**src/rtl/tw_ctl_pkg.sv**
```systemverilog
package tw_ctl_pkg;

  typedef enum logic [3:0] {
    ST_IDLE,
    ST_PRE,    // all lines high, mode-pulse time
    ST_SETUP,  // mode low before address
    ST_BLOW,   // clock low, data held
    ST_BDAT,   // clock low, new bit shown
    ST_BHIGH,  // clock high
    ST_HOLD,   // post-byte mode-hold
    ST_PULSE,  // inter-byte mode low
    ST_FETCH,  // waiting for a data byte
    ST_RAISE,  // mode high before a data byte
    ST_END     // rest levels, done strobe
  } seq_t;

  // zero counts as one cycle
  function automatic logic [7:0] eff_wait(input logic [7:0] v);
    return (v == 8'd0) ? 8'd1 : v;
  endfunction

endpackage

```
**src/rtl/tw_ctl_timer.sv**
```systemverilog
module tw_ctl_timer #(
  parameter int W = 8
) (
  input  logic         clk,
  input  logic         rst_n,
  input  logic         load,
  input  logic [W-1:0] len,
  output logic         expired
);
  localparam logic [W-1:0] ONE = 1;

  logic [W-1:0] cnt;

  always_ff @(posedge clk or negedge rst_n) begin
    if (!rst_n)            cnt <= '0;
    else if (load)         cnt <= len - ONE;
    else if (cnt != '0)    cnt <= cnt - ONE;
  end

  assign expired = (cnt == '0);
endmodule

```
**src/rtl/tw_ctl_shifter.sv**
```systemverilog
module tw_ctl_shifter #(
  parameter int BW = 8
) (
  input  logic          clk,
  input  logic          rst_n,
  input  logic          load,
  input  logic [BW-1:0] din,
  input  logic          shift,
  output logic          bit_out,
  output logic          last
);
  localparam int IW = $clog2(BW);
  localparam logic [IW-1:0] LAST_IDX = IW'(BW - 1);
  localparam logic [IW-1:0] ONE      = 1;

  logic [BW-1:0] sr;
  logic [IW-1:0] idx;

  always_ff @(posedge clk or negedge rst_n) begin
    if (!rst_n) begin
      sr  <= '0;
      idx <= '0;
    end else if (load) begin
      sr  <= din;
      idx <= '0;
    end else if (shift) begin
      sr  <= sr >> 1;
      idx <= idx + ONE;
    end
  end

  assign bit_out = sr[0];
  assign last    = (idx == LAST_IDX);
endmodule

```
**src/rtl/tw_ctl_writer.sv**
```systemverilog
module tw_ctl_writer
  import tw_ctl_pkg::*;
#(
  parameter int CNT_W  = 8,
  parameter int TW     = 8,
  parameter int DATA_W = 8
) (
  input  logic              clk,
  input  logic              rst_n,
  input  logic              start,
  input  logic [7:0]        addr,
  input  logic [CNT_W-1:0]  count,
  input  logic [TW-1:0]     t_dhold,
  input  logic [TW-1:0]     t_dsetup,
  input  logic [TW-1:0]     t_chigh,
  input  logic [TW-1:0]     t_mhold,
  input  logic [TW-1:0]     t_mpulse,
  input  logic [TW-1:0]     t_msetup,
  input  logic [DATA_W-1:0] wr_data,
  input  logic              wr_valid,
  output logic              wr_ready,
  output logic              bus_clk,
  output logic              bus_dat,
  output logic              bus_mode,
  output logic              busy,
  output logic              done
);
  localparam logic [TW-1:0]    T_ONE = 1;
  localparam logic [CNT_W-1:0] C_ONE = 1;

  function automatic logic [TW-1:0] at_least_one(input logic [TW-1:0] v);
    return (v == '0) ? T_ONE : v;
  endfunction

  seq_t state, nxt;
  logic              in_addr;
  logic [CNT_W-1:0]  remain;
  logic              dat_r;
  logic [TW-1:0]     w_dh, w_ds, w_ch, w_mh, w_mt, w_ms;

  logic              tmr_load, tmr_exp;
  logic [TW-1:0]     tmr_len;
  logic              sh_load, sh_shift, sh_bit, sh_last;
  logic [DATA_W-1:0] sh_din;

  // named internal events
  logic ev_accept, ev_take, ev_byte_end;
  assign ev_accept   = (state == ST_IDLE) && start;
  assign ev_take     = (state == ST_FETCH) && wr_valid;
  assign ev_byte_end = (state == ST_BHIGH) && tmr_exp && sh_last;

  always_comb begin
    nxt = state;
    case (state)
      ST_IDLE:  if (start) nxt = ST_PRE;
      ST_PRE:   if (tmr_exp) nxt = ST_SETUP;
      ST_SETUP: if (tmr_exp) nxt = ST_BLOW;
      ST_BLOW:  if (tmr_exp) nxt = ST_BDAT;
      ST_BDAT:  if (tmr_exp) nxt = ST_BHIGH;
      ST_BHIGH: if (tmr_exp) begin
        if (!sh_last)                        nxt = ST_BLOW;
        else if (in_addr || remain != '0)    nxt = ST_HOLD;
        else                                 nxt = ST_END;
      end
      ST_HOLD:  if (tmr_exp) begin
        if (!in_addr)            nxt = ST_PULSE;
        else if (remain == '0)   nxt = ST_END;
        else                     nxt = ST_FETCH;
      end
      ST_PULSE: if (tmr_exp) nxt = ST_FETCH;
      ST_FETCH: if (wr_valid) nxt = ST_RAISE;
      ST_RAISE: if (tmr_exp) nxt = ST_BLOW;
      ST_END:   nxt = ST_IDLE;
      default:  nxt = ST_IDLE;
    endcase
  end

  always_comb begin
    case (nxt)
      ST_PRE:   tmr_len = at_least_one(t_mpulse);
      ST_SETUP: tmr_len = w_ms;
      ST_BLOW:  tmr_len = w_dh;
      ST_BDAT:  tmr_len = w_ds;
      ST_BHIGH: tmr_len = w_ch;
      ST_HOLD:  tmr_len = w_mh;
      ST_PULSE: tmr_len = w_mt;
      ST_RAISE: tmr_len = w_ms;
      default:  tmr_len = T_ONE;
    endcase
  end

  assign tmr_load = (nxt != state);
  assign sh_load  = ev_accept || ev_take;
  assign sh_din   = ev_accept ? DATA_W'(addr) : wr_data;
  assign sh_shift = (state == ST_BHIGH) && tmr_exp && !sh_last;

  tw_ctl_timer #(.W(TW)) u_timer (
    .clk     (clk),
    .rst_n   (rst_n),
    .load    (tmr_load),
    .len     (tmr_len),
    .expired (tmr_exp)
  );

  tw_ctl_shifter #(.BW(DATA_W)) u_shift (
    .clk     (clk),
    .rst_n   (rst_n),
    .load    (sh_load),
    .din     (sh_din),
    .shift   (sh_shift),
    .bit_out (sh_bit),
    .last    (sh_last)
  );

  always_ff @(posedge clk or negedge rst_n) begin
    if (!rst_n) begin
      state   <= ST_IDLE;
      in_addr <= 1'b0;
      remain  <= '0;
      dat_r   <= 1'b1;
      w_dh    <= T_ONE;
      w_ds    <= T_ONE;
      w_ch    <= T_ONE;
      w_mh    <= T_ONE;
      w_mt    <= T_ONE;
      w_ms    <= T_ONE;
    end else begin
      state <= nxt;
      if (ev_accept) begin
        in_addr <= 1'b1;
        remain  <= count;
        dat_r   <= 1'b1;
        w_dh    <= at_least_one(t_dhold);
        w_ds    <= at_least_one(t_dsetup);
        w_ch    <= at_least_one(t_chigh);
        w_mh    <= at_least_one(t_mhold);
        w_mt    <= at_least_one(t_mpulse);
        w_ms    <= at_least_one(t_msetup);
      end
      if (ev_take) begin
        in_addr <= 1'b0;
        remain  <= remain - C_ONE;
      end
      if (state == ST_BLOW && tmr_exp) dat_r <= sh_bit;
      if (nxt == ST_END)               dat_r <= 1'b1;
    end
  end

  always_comb begin
    case (state)
      ST_PRE, ST_RAISE:          bus_mode = 1'b1;
      ST_BLOW, ST_BDAT, ST_BHIGH,
      ST_HOLD:                   bus_mode = !in_addr;
      default:                   bus_mode = 1'b0;
    endcase
  end

  assign bus_clk  = !(state == ST_BLOW || state == ST_BDAT);
  assign bus_dat  = dat_r;
  assign busy     = (state != ST_IDLE);
  assign done     = (state == ST_END);
  assign wr_ready = (state == ST_FETCH);
endmodule

```
**config.mk**
```make
export PLATFORM = sky130hd
export DESIGN_NAME = tw_ctl_writer
export DESIGN_NICKNAME = d
export VERILOG_FILES = /design/src/rtl/tw_ctl_pkg.sv /design/src/rtl/tw_ctl_timer.sv /design/src/rtl/tw_ctl_shifter.sv /design/src/rtl/tw_ctl_writer.sv
export SDC_FILE = /design/constraint.sdc
export NUM_CORES = 1
export LEC_CHECK = 0
export BUFFER_PORTS_ARGS = -buffer_cell sky130_fd_sc_hd__buf_4
export CORE_ASPECT_RATIO = 0.8
export CORE_MARGIN = 4
export CORE_UTILIZATION = 38
export DETAILED_ROUTE_END_ITERATION = 10
export SLEW_MARGIN = 10
export SYNTH_ARGS = -nofsm -noshare
export SYNTH_HDL_FRONTEND = slang
export SYNTH_SLANG_ARGS = --single-unit
```
**constraint.sdc**
```tcl
create_clock -name clk -period 6.6 [get_ports clk]
set_input_delay 0.99 -clock clk [delete_from_list [all_inputs] [get_ports clk]]
set_output_delay 0.99 -clock clk [all_outputs]
set_load 0.01 [all_outputs]
```
## Word level (Yosys, flattened, before mapping)

Index checks and enable logic that the tools add are counted.

- Bits in latches: 0
- Memories: 0
- Bits in writable memories: 0
- Output and inout bits: 6
- Register bits: 81
- Input bits: 76
- Word-level logic and storage cells: 104
- Memory bits (read-only): 0

- Order comparisons: 0
- Shifts and indexed selects: 0
- Multipliers: 0
- Reductions and logical operators: 31
- Add/sub/neg operators: 4
- Bitwise operators: 0
- Equality and inequality tests: 21
- Muxes and demuxes: 35
- Div/mod/pow operators: 0

Operators with widths:

| kind | number |
|---|---|
| 2-to-1 mux 8 bit | 13 |
| zero test 8 bit | 8 |
| case mux 8 bit (7 select lines) | 1 |
| 2-to-1 mux 4 bit | 12 |
| case mux 4 bit (9 select lines) | 1 |
| equality test 4 x 3 -> 1 bit, second input constant | 8 |
| subtractor 8 x 1 -> 8 bit, second input constant | 3 |
| equality test 4 bit, second input constant | 5 |
| equality test 4 x 2 -> 1 bit, second input constant | 4 |
| nonzero test 8 bit | 2 |
| equality test 4 x 1 -> 1 bit, second input constant | 2 |
| 2-to-1 mux 3 bit | 2 |
| nonzero test 2 bit | 3 |
| OR reduction 2 bit | 3 |
| logical AND 1 bit | 5 |
| zero test 4 bit | 1 |
| 2-to-1 mux 1 bit | 4 |
| inequality test 4 bit | 1 |
| nonzero test 4 bit | 1 |
| OR reduction 4 bit | 1 |
| adder 3 x 1 -> 3 bit, second input constant | 1 |
| equality test 3 bit, second input constant | 1 |
| zero test 1 bit | 3 |
| logical OR 1 bit | 3 |
| 3 further kinds | 3 |

## Logic depth before layout (Yosys ltp)

Gate-level depths: netlist of the first run.

- Depth after elaboration: 11
- Depth in mapped cells: 16
- Gate-level depth less buffers: 16

## Modules after synthesis

From an unflattened synthesis of the first run, not the netlist that was laid out.

- Cell total of the unflattened synthesis: 551
- Area, all modules: 4,683.2 um^2

Modules (own cells, without submodules):

| module | cells an instance | area an instance (um^2) | sequential area each (um^2) | times used |
|---|---|---|---|---|
| tw_ctl_writer | 445 | 3,570.9 | 1,560.2 | 1 |
| tw_ctl_timer | 60 | 601.8 | 200.2 | 1 |
| tw_ctl_shifter | 46 | 510.5 | 275.3 | 1 |

## Worst setup path after synthesis of the first run

No wires, ideal clock.

- Path type: register to register
- Start: register remain[0]
- End: register u_timer.cnt[7]
- Cell stages (with the launch flop): 13
- Slack: 2.730 ns
- Setup time: 0.126 ns
- Required time: 6.474 ns
- Buffers on the path: 0
- Data arrival time: 3.744 ns
- Cell sequence: dfrtp_1 > inv_1 > ha_1 > or4bb_2 > or4_4 > a311o_4 > and3_1 > a211o_1 > a221oi_2 > a31oi_1 > nor4_4 > nand2_1 > a311o_1

- Longest elaborated chain between the ends: 11
- Elaborated cells on any way between the ends: 24
- Those cells by class: add/sub: 1; eq/ne: 9; mux: 9; reduce/logical: 5

Ends and longest elaborated chain:

| what | line | source |
|---|---|---|
| from (decl) | tw_ctl_writer.sv:37 | `logic [CNT_W-1:0] remain;` |
| from (signal assigned) | tw_ctl_writer.sv:131 | `remain <= count;` |
| from (signal assigned) | tw_ctl_writer.sv:142 | `remain <= remain - C_ONE;` |
| nonzero test 8 bit | tw_ctl_writer.sv:62 | `else if (in_addr \|\| remain != '0) nxt = ST_HOLD;` |
| logical OR 1 bit | tw_ctl_writer.sv:62 |  |
| 2-to-1 mux 4 bit | tw_ctl_writer.sv:62 |  |
| 2-to-1 mux 4 bit | tw_ctl_writer.sv:61 | `if (!sh_last) nxt = ST_BLOW;` |
| 2-to-1 mux 4 bit | tw_ctl_writer.sv:60 | `ST_BHIGH: if (tmr_exp) begin` |
| case mux 4 bit (9 select lines) * | tw_ctl_writer.sv:54 | `case (state)` |
| equality test 4 bit or equality test 4 x 2 -> 1 bit (tied branches) | tw_ctl_writer.sv:79 | `case (nxt)` |
| OR reduction 2 bit (no line) | -- |  |
| case mux 8 bit (7 select lines) | tw_ctl_writer.sv:79 |  |
| subtractor 8 x 1 -> 8 bit | tw_ctl_timer.sv:16 | `else if (load) cnt <= len - ONE;` |
| 2-to-1 mux 8 bit | tw_ctl_timer.sv:16 |  |
| to (signal assigned) | tw_ctl_timer.sv:16 |  |
| to (signal assigned) | tw_ctl_timer.sv:17 | `else if (cnt != '0) cnt <= cnt - ONE;` |
| to (decl) | tw_ctl_timer.sv:12 | `logic [W-1:0] cnt;` |

Every way passes the cells marked *; elsewhere a longest branch is shown, timed or not.
A chain may end at the register's enable or synchronous reset.

## Final worst setup path of the first run

- Start: register u_timer.cnt[3]
- End: register u_timer.cnt[7]

- Longest elaborated chain between the ends: 8
- Elaborated cells on any way between the ends: 26
- Those cells by class: add/sub: 2; eq/ne: 9; mux: 11; reduce/logical: 4

Ends and longest elaborated chain:

| what | line | source |
|---|---|---|
| zero test 8 bit | tw_ctl_timer.sv:20 | `assign expired = (cnt == '0);` |
| 2-to-1 mux 4 bit (tied with other cells) | tw_ctl_writer.sv:57, tw_ctl_writer.sv:72 |  |
| case mux 4 bit (9 select lines) | tw_ctl_writer.sv:54 |  |
| equality test 4 bit or equality test 4 x 2 -> 1 bit (tied branches) | tw_ctl_writer.sv:79 |  |
| OR reduction 2 bit (no line) | -- |  |
| case mux 8 bit (7 select lines) | tw_ctl_writer.sv:79 |  |
| subtractor 8 x 1 -> 8 bit | tw_ctl_timer.sv:16 |  |
| 2-to-1 mux 8 bit | tw_ctl_timer.sv:16 |  |

Parallel ways exist; a longest one is shown, timed or not. The select of a mux whose other input is x is not followed.

==> results of run 1 <==
[power by group through the flow]
stage / sequential [mW] / combinational (mW) / clock [mW]
3_5_place_dp: 0.513 / 0.0621 / 0
3_3_place_gp: 0.513 / 0.0608 / 0
2_1_floorplan: 0.512 / 0.00997 / 0
4_1_cts: 0.504 / 0.0622 / 0.510
5_1_grt: 0.504 / 0.0680 / 0.531
6_report: 0.504 / 0.0611 / 0.500
[cells in the final DEF, fill, tap and decap left out, drive strengths merged, types with 7 or more instances in the layout]
cell and n:
nor3 14, nand3 18, buf 85, inv 10, clkbuf 10, a21oi 29
nor2 33, o21ai 33, nand4 8, dfrtp 74, a31oi 10, mux2i 18
nor4 13, and3 10, nand2 173, dfstp 7
[registers in the layout (all words and copies together) (netlist names)]
name         flops
u_shift.idx      3
u_shift.sr       8
remain           8
u_timer.cnt      8
w_ms             8
w_dh             8
bus_dat          1
w_ds             8
w_mh             8
in_addr          1
state            4
w_mt             8
w_ch             8
[worst min-delay path, delay by kind of cell, from the launching register on]
family / cells / cell delay, ps
flip-flops: 1 / 340
AND/OR/NAND/NOR: 2 / 100
[cell type report]
class,count,area share
Clock buffer,10,0.0394
Clock inverter,6,0.0116
Inverter,10,0.00646
Multi-Input combinational cell,456,0.445
Sequential cell,81,0.350
Tap cell,171,0.0368
Timing Repair Buffer,85,0.110
[metal layers]
| metal | wire, µm | up-vias |
|---|---|---|
| li1 | - | 2195 |
| met1 | 6860 | 2138 |
| met2 | 5840 | 159 |
| met3 | 793 | 20 |
| met4 | 189 | 0 |
| met5 | 0 | - |
[metrics by stage]
| step | std cells | instance area, µm² | utilization |
|---|---|---|---|
| finish | 819 | 5810 | 0.472 |
| global route | 819 | 5810 | 0.472 |
| CTS | 819 | 5810 | 0.472 |
| detailed placement | 803 | 5510 | 0.448 |
| global placement | 803 | 5510 | 0.448 |
| floorplan | 581 | 4840 | - |
[logic make-up after synthesis]
logic type / Yosys count
AND/OR/NAND/NOR: 301
flip-flops: 81
buffers and inverters: 44
adder cells (fa/ha/maj): 5
AO/OA/AOI/OAI: 127
multiplexers: 21
XOR/XNOR: 2
[final timing paths]
| path | to | slack [ps] | startpoint |
|---|---|---|---|
| setup / recovery | u_timer.cnt[7] | 1960 | u_timer.cnt[3] |
| hold / removal | w_ds[4] | 480 | w_ds[4] |
| setup reg to reg | u_timer.cnt[7] | 1960 | u_timer.cnt[3] |
| hold reg to reg | w_ds[4] | 480 | w_ds[4] |
| max in group asynchronous | u_timer.cnt[2] | 5120 | rst_n |
| min in group asynchronous | u_shift.sr[2] | 820 | rst_n |
==> run summary, run 1 <==
- **Skew-Pair Late Insertion Delay** 340 ps
- **final worst setup slack** 1960 ps
- **power consumption** 1.07 mW
- **family with the most delay on the worst path** compound AO/OA/AOI/OAI gates
- **drt initial violations** 420
- **Setup crit end kind** register
- **Hold Crit Depth** 2
- **switching portion of total power** 0.222
- **GRT Overall Usage** 0.194
- **number of H-tree levels** 3
- **number of hold-repair buffers added at the cts stage** 0
- **DR vias/cell** 5.51
- **cell types occupying the most area after synthesis** sky130_fd_sc_hd__dfrtp_1, sky130_fd_sc_hd__nand2_1, sky130_fd_sc_hd__dfstp_2
- **placed wire-length estimate after detailed placement** 10000 µm
- **first-pass GRT wire length** 22700 µm
- **number of maximum-capacitance constraint violations** 0
- **switching pwr** 0.236 mW
- **RSZ-0062 raised after global routing** false
- **Clock Power Share** 0.470
- **Finish-stage setup viols** 0
- **post-synthesis share of cell area spent on xor and xnor gates** 0.00362
- **global route total overflow** 0
- **# resized after CTS** 0
- **sequential-to-total area share from yosys stat** 0.421
- **combinational share of power** 0.057
- **global-route track usage on met1** 0.291
- **crit path time final** 4640 ps
- **average wire per cell in the routed design** 16.7 µm
- **CP Class** reg -> reg
- **Synth Area in Adders** 0.0129
- **largest fanout of any net on the critical path** 17
- **kind of path behind the tightest hold check** reg -> reg
- **share of layout cells above drive strength 1** 0.213
- **worst setup slack after placement** 1870 ps
- **initial core utilization** 0.393
- **Max Clk Rate** 0.216 GHz
- **clock tree buffer depth** 2
- **post-synthesis cell count** 581
- **CP required** 6820 ps
- **Synth Flop Type** sky130_fd_sc_hd__dfrtp_1
- **most common library cells after synthesis** sky130_fd_sc_hd__nand2_1, sky130_fd_sc_hd__dfrtp_1, sky130_fd_sc_hd__nor2_1, sky130_fd_sc_hd__o21ai_0, sky130_fd_sc_hd__a21oi_1
- **clock slew at reported path FFs** 60 ps
- **result of the run** complete, no violations
- **number of buffer and inverter instances along the worst setup path** 2
- **Pre-Repair DR Iteration Count** 5
- **number of I/O pins** 82
- **Storage cell area** 2040 µm²
- **count of cells along the worst register-to-register path** 12
- **slowest cell delay on critical path** 610 ps
- **antenna violation net count after detailed routing** 0
- **number of slew-limit violations in the final report** 0
- **die height** 109 µm
- **Site Rows** 36
- **number of buffer cells added on primary ports** 81
- **area fraction in and, or, nand and nor cells after synthesis** 0.291
- **worst path arrival time** 4850 ps
- **clock tree root driver cell** sky130_fd_sc_hd__clkbuf_16
- **#FFs+latches synth** 81
- **number of sinks driven by the clock tree** 81
- **post-synthesis mux area share** 0.0442
- **number of global-route vias before repair** 4338
- **worst voltage drop across the vdd grid** 113 µV
- **global-route track usage on met2** 0.285
- **Period Utilization, post-route** 0.702
- **clock tree from TritonCTS** yes
- **warnings from Yosys** 0
- **Hold Fails Final Rpt** 0
- **routed vias** 4512
- **worst-case clock skew** 2.31 ps
- **slew at the pin closest to its max-slew limit** 1020 ps
- **area used by multi-input combinational logic** 2590 µm²
- **Final TNS setup** 0 ps
- **# fillers** 1219
- **Core ar.** 12300 µm²
- **share of the synthesized area in the top cell type** 0.383
- **startpoint types** register
- **share of the synthesized area in compound gates (AO/OA/AOI/OAI)** 0.182
- **library cell occupying the most area in the post-synthesis netlist** sky130_fd_sc_hd__dfrtp_1
- **number of antenna violations at the first check in global routing** 0
- **gpl congestion** 0.901
- **die area** 14600 µm²
- **WHS** 479 ps
- **number of diodes** 0
- **met3 global-route usage** 0.0387
- **DRC Markers** 0
- **sequential share of power** 0.473
- **final net count** 724
- **Mean Syn Cell Area** 8.33 µm²
- **max_slew headroom** 0.320
- **Final Routed Wirelength** 13700 µm
- **cells along the critical path** nor4_2 > nand2_1 > a221oi_2 > o2bb2ai_2 > buf_4 > clkinv_1 > a211o_1 > a221oi_2 > a31oi_1 > nor4_4 > nand2_1 > a311o_1
- **busiest metal layer after global routing** met1
- **Async SR Flop Fraction** 1.00
- **leakage dissipation** 2.72 nW
- **logic depth of the worst path, buffers included** 12
- **cell area after synthesis** 4840 µm²
- **PD cells** 183 nW/µm²
- **cell with the biggest individual delay on the critical path** sky130_fd_sc_hd__nor4_2
- **internal power consumption** 0.829 mW
- **leading cell type by number of instances after synthesis** sky130_fd_sc_hd__nand2_1
- **clock buffer count from CTS** 9
- **maximum number of pins on one net before global-route repair** 82
- **Post-CTS Setup Inserts** 0
- **Synth cell types** 80
- **number of synthesized flops with an enable pin** 0
- **post-synthesis net count** 662
- **Syn-to-layout area delta** 20.0%
- **combinational family with the most area after synthesis** simple AND/OR/NAND/NOR gates
- **Die X-Extent** 134 µm
No activity file was read; power rests on OpenSTA's default activity.
==> run 2, diff against run 1 <==
==> constraint.sdc (replaced) <==
create_clock -name clk -period 3.9 [get_ports clk]
set_input_delay 0.585 -clock clk [delete_from_list [all_inputs] [get_ports clk]]
set_output_delay 0.585 -clock clk [all_outputs]
set_load 0.01 [all_outputs]
==> run 2 against run 1 <==
Against the previous run:
- cell area up 7.8%
- die area unchanged
- fmax grew 19%
- utilization increased by 3.7 points
- global-route usage increased by 0.78 points
- via count rose by 4.8%
- wire length increased by 6.3%
- combinational power is 75% higher
- power up 76%
- clock skew increased by 2.3 ps
==> run summary, run 2 (same netlist as run 1, synthesis figures left out) <==
- **result of the run** complete, no violations, unchanged
- **PD cells** 300 nW/µm², was 183 nW/µm²
- **DRC Markers** 0, unchanged
- **number of slew-limit violations in the final report** 0, unchanged
- **kind of path behind the tightest hold check** in -> async, was reg -> reg
- **leakage dissipation** 2.92 nW, was 2.72 nW
- **met3 global-route usage** 0.0461, was 0.0387
- **Finish-stage setup viols** 0, unchanged
- **CP required** 4120 ps, was 6820 ps
- **slew at the pin closest to its max-slew limit** 1020 ps, about the same
- **clock slew at reported path FFs** 60 ps, about the same
- **maximum number of pins on one net before global-route repair** 82, unchanged
- **reg-to-reg critical path startpoint** remain[1], was u_timer.cnt[3]
- **number of global-route vias before repair** 4574, was 4338
- **Skew-Pair Late Insertion Delay** 340 ps, about the same
- **worst-case register-to-register setup slack** 10 ps, was 1960 ps
- **global route total overflow** 0, unchanged
- **count of cells along the worst register-to-register path** 13, was 12
- **commonest cells after routing, fill and taps aside** sky130_fd_sc_hd__nand2_1, sky130_fd_sc_hd__buf_4, sky130_fd_sc_hd__dfrtp_1, unchanged
- **clock tree root driver cell** sky130_fd_sc_hd__clkbuf_16, unchanged
- **cell total after placement** 842, was 803
- **startpoint types** register, unchanged
- **number of H-tree levels** 3, unchanged
- **clock tree buffer depth** 2, unchanged
- **worst path arrival time** 4110 ps, was 4850 ps
- **global-route track usage on met2** 0.297, was 0.285
- **initial core utilization** 0.393, unchanged
- **global-route track usage on met1** 0.297, was 0.291
- **number of diodes** 0, unchanged
- **Pre-Repair DR Iteration Count** 5, unchanged
- **clock buffer count from CTS** 9, unchanged
- **Site Rows** 36, unchanged
- **routed vias** 4729, was 4512
- **# fillers** 1202, was 1219
- **Final TNS setup** 0 ps, unchanged
- **worst-case clock skew** 4.60 ps, was 2.31 ps
- **commonest non-fill, non-tap cell in the layout** sky130_fd_sc_hd__nand2_1, unchanged
- **RSZ-0062 raised after global routing** true, was false
- **Max Clk Rate** 0.257 GHz, was 0.216 GHz
- **Setup crit end kind** register, unchanged
- **Worst R2R End** u_timer.cnt[7], unchanged
- **CP Class** reg -> reg, unchanged
- **Die X-Extent** 134 µm, unchanged
- **average wire per cell in the routed design** 16.9 µm, was 16.7 µm
- **busiest metal layer after global routing** met2, was met1
- **largest fanout of any net on the critical path** 4, was 17
- **Final Routed Wirelength** 14500 µm, was 13700 µm
- **antenna violation net count after detailed routing** 0, unchanged
- **number of maximum-capacitance constraint violations** 0, unchanged
- **final net count** 768, was 724
- **non-filler cells in the finished layout** 863, was 819
- **gpl congestion** 0.918, was 0.901
- **crit path time final** 3890 ps, was 4640 ps
- **drt initial violations** 493, was 420
- **placed wire-length estimate after detailed placement** 10500 µm, was 10000 µm
- **Core ar.** 12300 µm², unchanged
- **Hold Fails Final Rpt** 0, unchanged
- **Syn-to-layout area delta** 29.4%, was 20.0%
- **number of I/O pins** 82, unchanged
- **die height** 109 µm, unchanged
- **worst voltage drop across the vdd grid** 214 µV, was 113 µV
- **first-pass GRT wire length** 23500 µm, was 22700 µm
- **share of layout cells above drive strength 1** 0.283, was 0.213
- **number of antenna violations at the first check in global routing** 0, unchanged
- **die area** 14600 µm², unchanged
- **number of buffer cells added on primary ports** 81, unchanged
- **GRT Overall Usage** 0.202, was 0.194
- **max_slew headroom** 0.317, was 0.320
- **Period Utilization, post-route** 0.997, was 0.702
- **number of sinks driven by the clock tree** 81, unchanged
- **DR vias/cell** 5.48, was 5.51
- **clock tree from TritonCTS** yes, unchanged
[run 2: cell type report]
cell class	instances	area (µm²)	area share
Inverter	10	37.5	0.00600
Multi-Input combinational cell	456	2680	0.428
Tap cell	171	214	0.0342
Clock buffer	11	243	0.0388
Clock inverter	5	78.8	0.0126
Timing Repair Buffer	129	968	0.155
Sequential cell	81	2040	0.325
[run 2: worst max-delay path by stage]
stage | from | end | slack (ps) | cells after the start
floorplan | remain[0] | u_timer.cnt[7] | 30 | 12
global placement | remain[0] | u_timer.cnt[7] | 60 | 12
detailed placement | remain[0] | u_timer.cnt[7] | -30 | 13
CTS | remain[0] | u_timer.cnt[6] | 20 | 16
global route | remain[1] | u_timer.cnt[7] | -140 | 13
finish | remain[1] | u_timer.cnt[7] | 10 | 13
[run 2: what timing repair did]
action	4_1_cts	5_1_grt
gates resized for setup	2	18
buffers inserted	0	5
pin swaps	1	10
endpoints found under the hold margin	0	0
hold buffers	0	0
endpoints found under the setup margin	1	5
[run 2: power by group]
part           switching [mW]  internal, mW
registers             0.00617         0.847
clock network           0.338         0.577
logic                  0.0462        0.0606
total                   0.390          1.48
[run 2: per-layer routing]
| layer | vias to the layer above | share of wire |
|---|---|---|
| met2 | 159 | 0.44 |
| met5 | - | 0 |
| met4 | 0 | 0.015 |
| li1 | 2288 | - |
| met3 | 16 | 0.061 |
| met1 | 2266 | 0.49 |
[run 2: worst max-delay path, cell delays in order (launching register included)]
cell and delay [ps]:
sky130_fd_sc_hd__dfrtp_1 390, sky130_fd_sc_hd__inv_2 80, sky130_fd_sc_hd__ha_4 130, sky130_fd_sc_hd__or4bb_4 430
sky130_fd_sc_hd__or4_4 520, sky130_fd_sc_hd__a311o_4 410, sky130_fd_sc_hd__and3_4 170, sky130_fd_sc_hd__a211o_1 260
sky130_fd_sc_hd__a221oi_4 320, sky130_fd_sc_hd__buf_4 170, sky130_fd_sc_hd__a31oi_4 90, sky130_fd_sc_hd__nor4_4 340
sky130_fd_sc_hd__nand2_1 120, sky130_fd_sc_hd__a311o_1 330
[run 2: stage by stage]
stage	hold slack (ps)	setup slack [ps]	util	power, mW	area [µm²]
finish	418	13.1	0.509	1.87	6260
global route	440	-141	0.509	1.95	6260
CTS	433	15.8	0.499	1.89	6130
detailed placement	463	-30.4	0.472	0.974	5800
global placement	454	60.2	0.472	0.972	5800
floorplan	289	29.6	-	0.883	4840
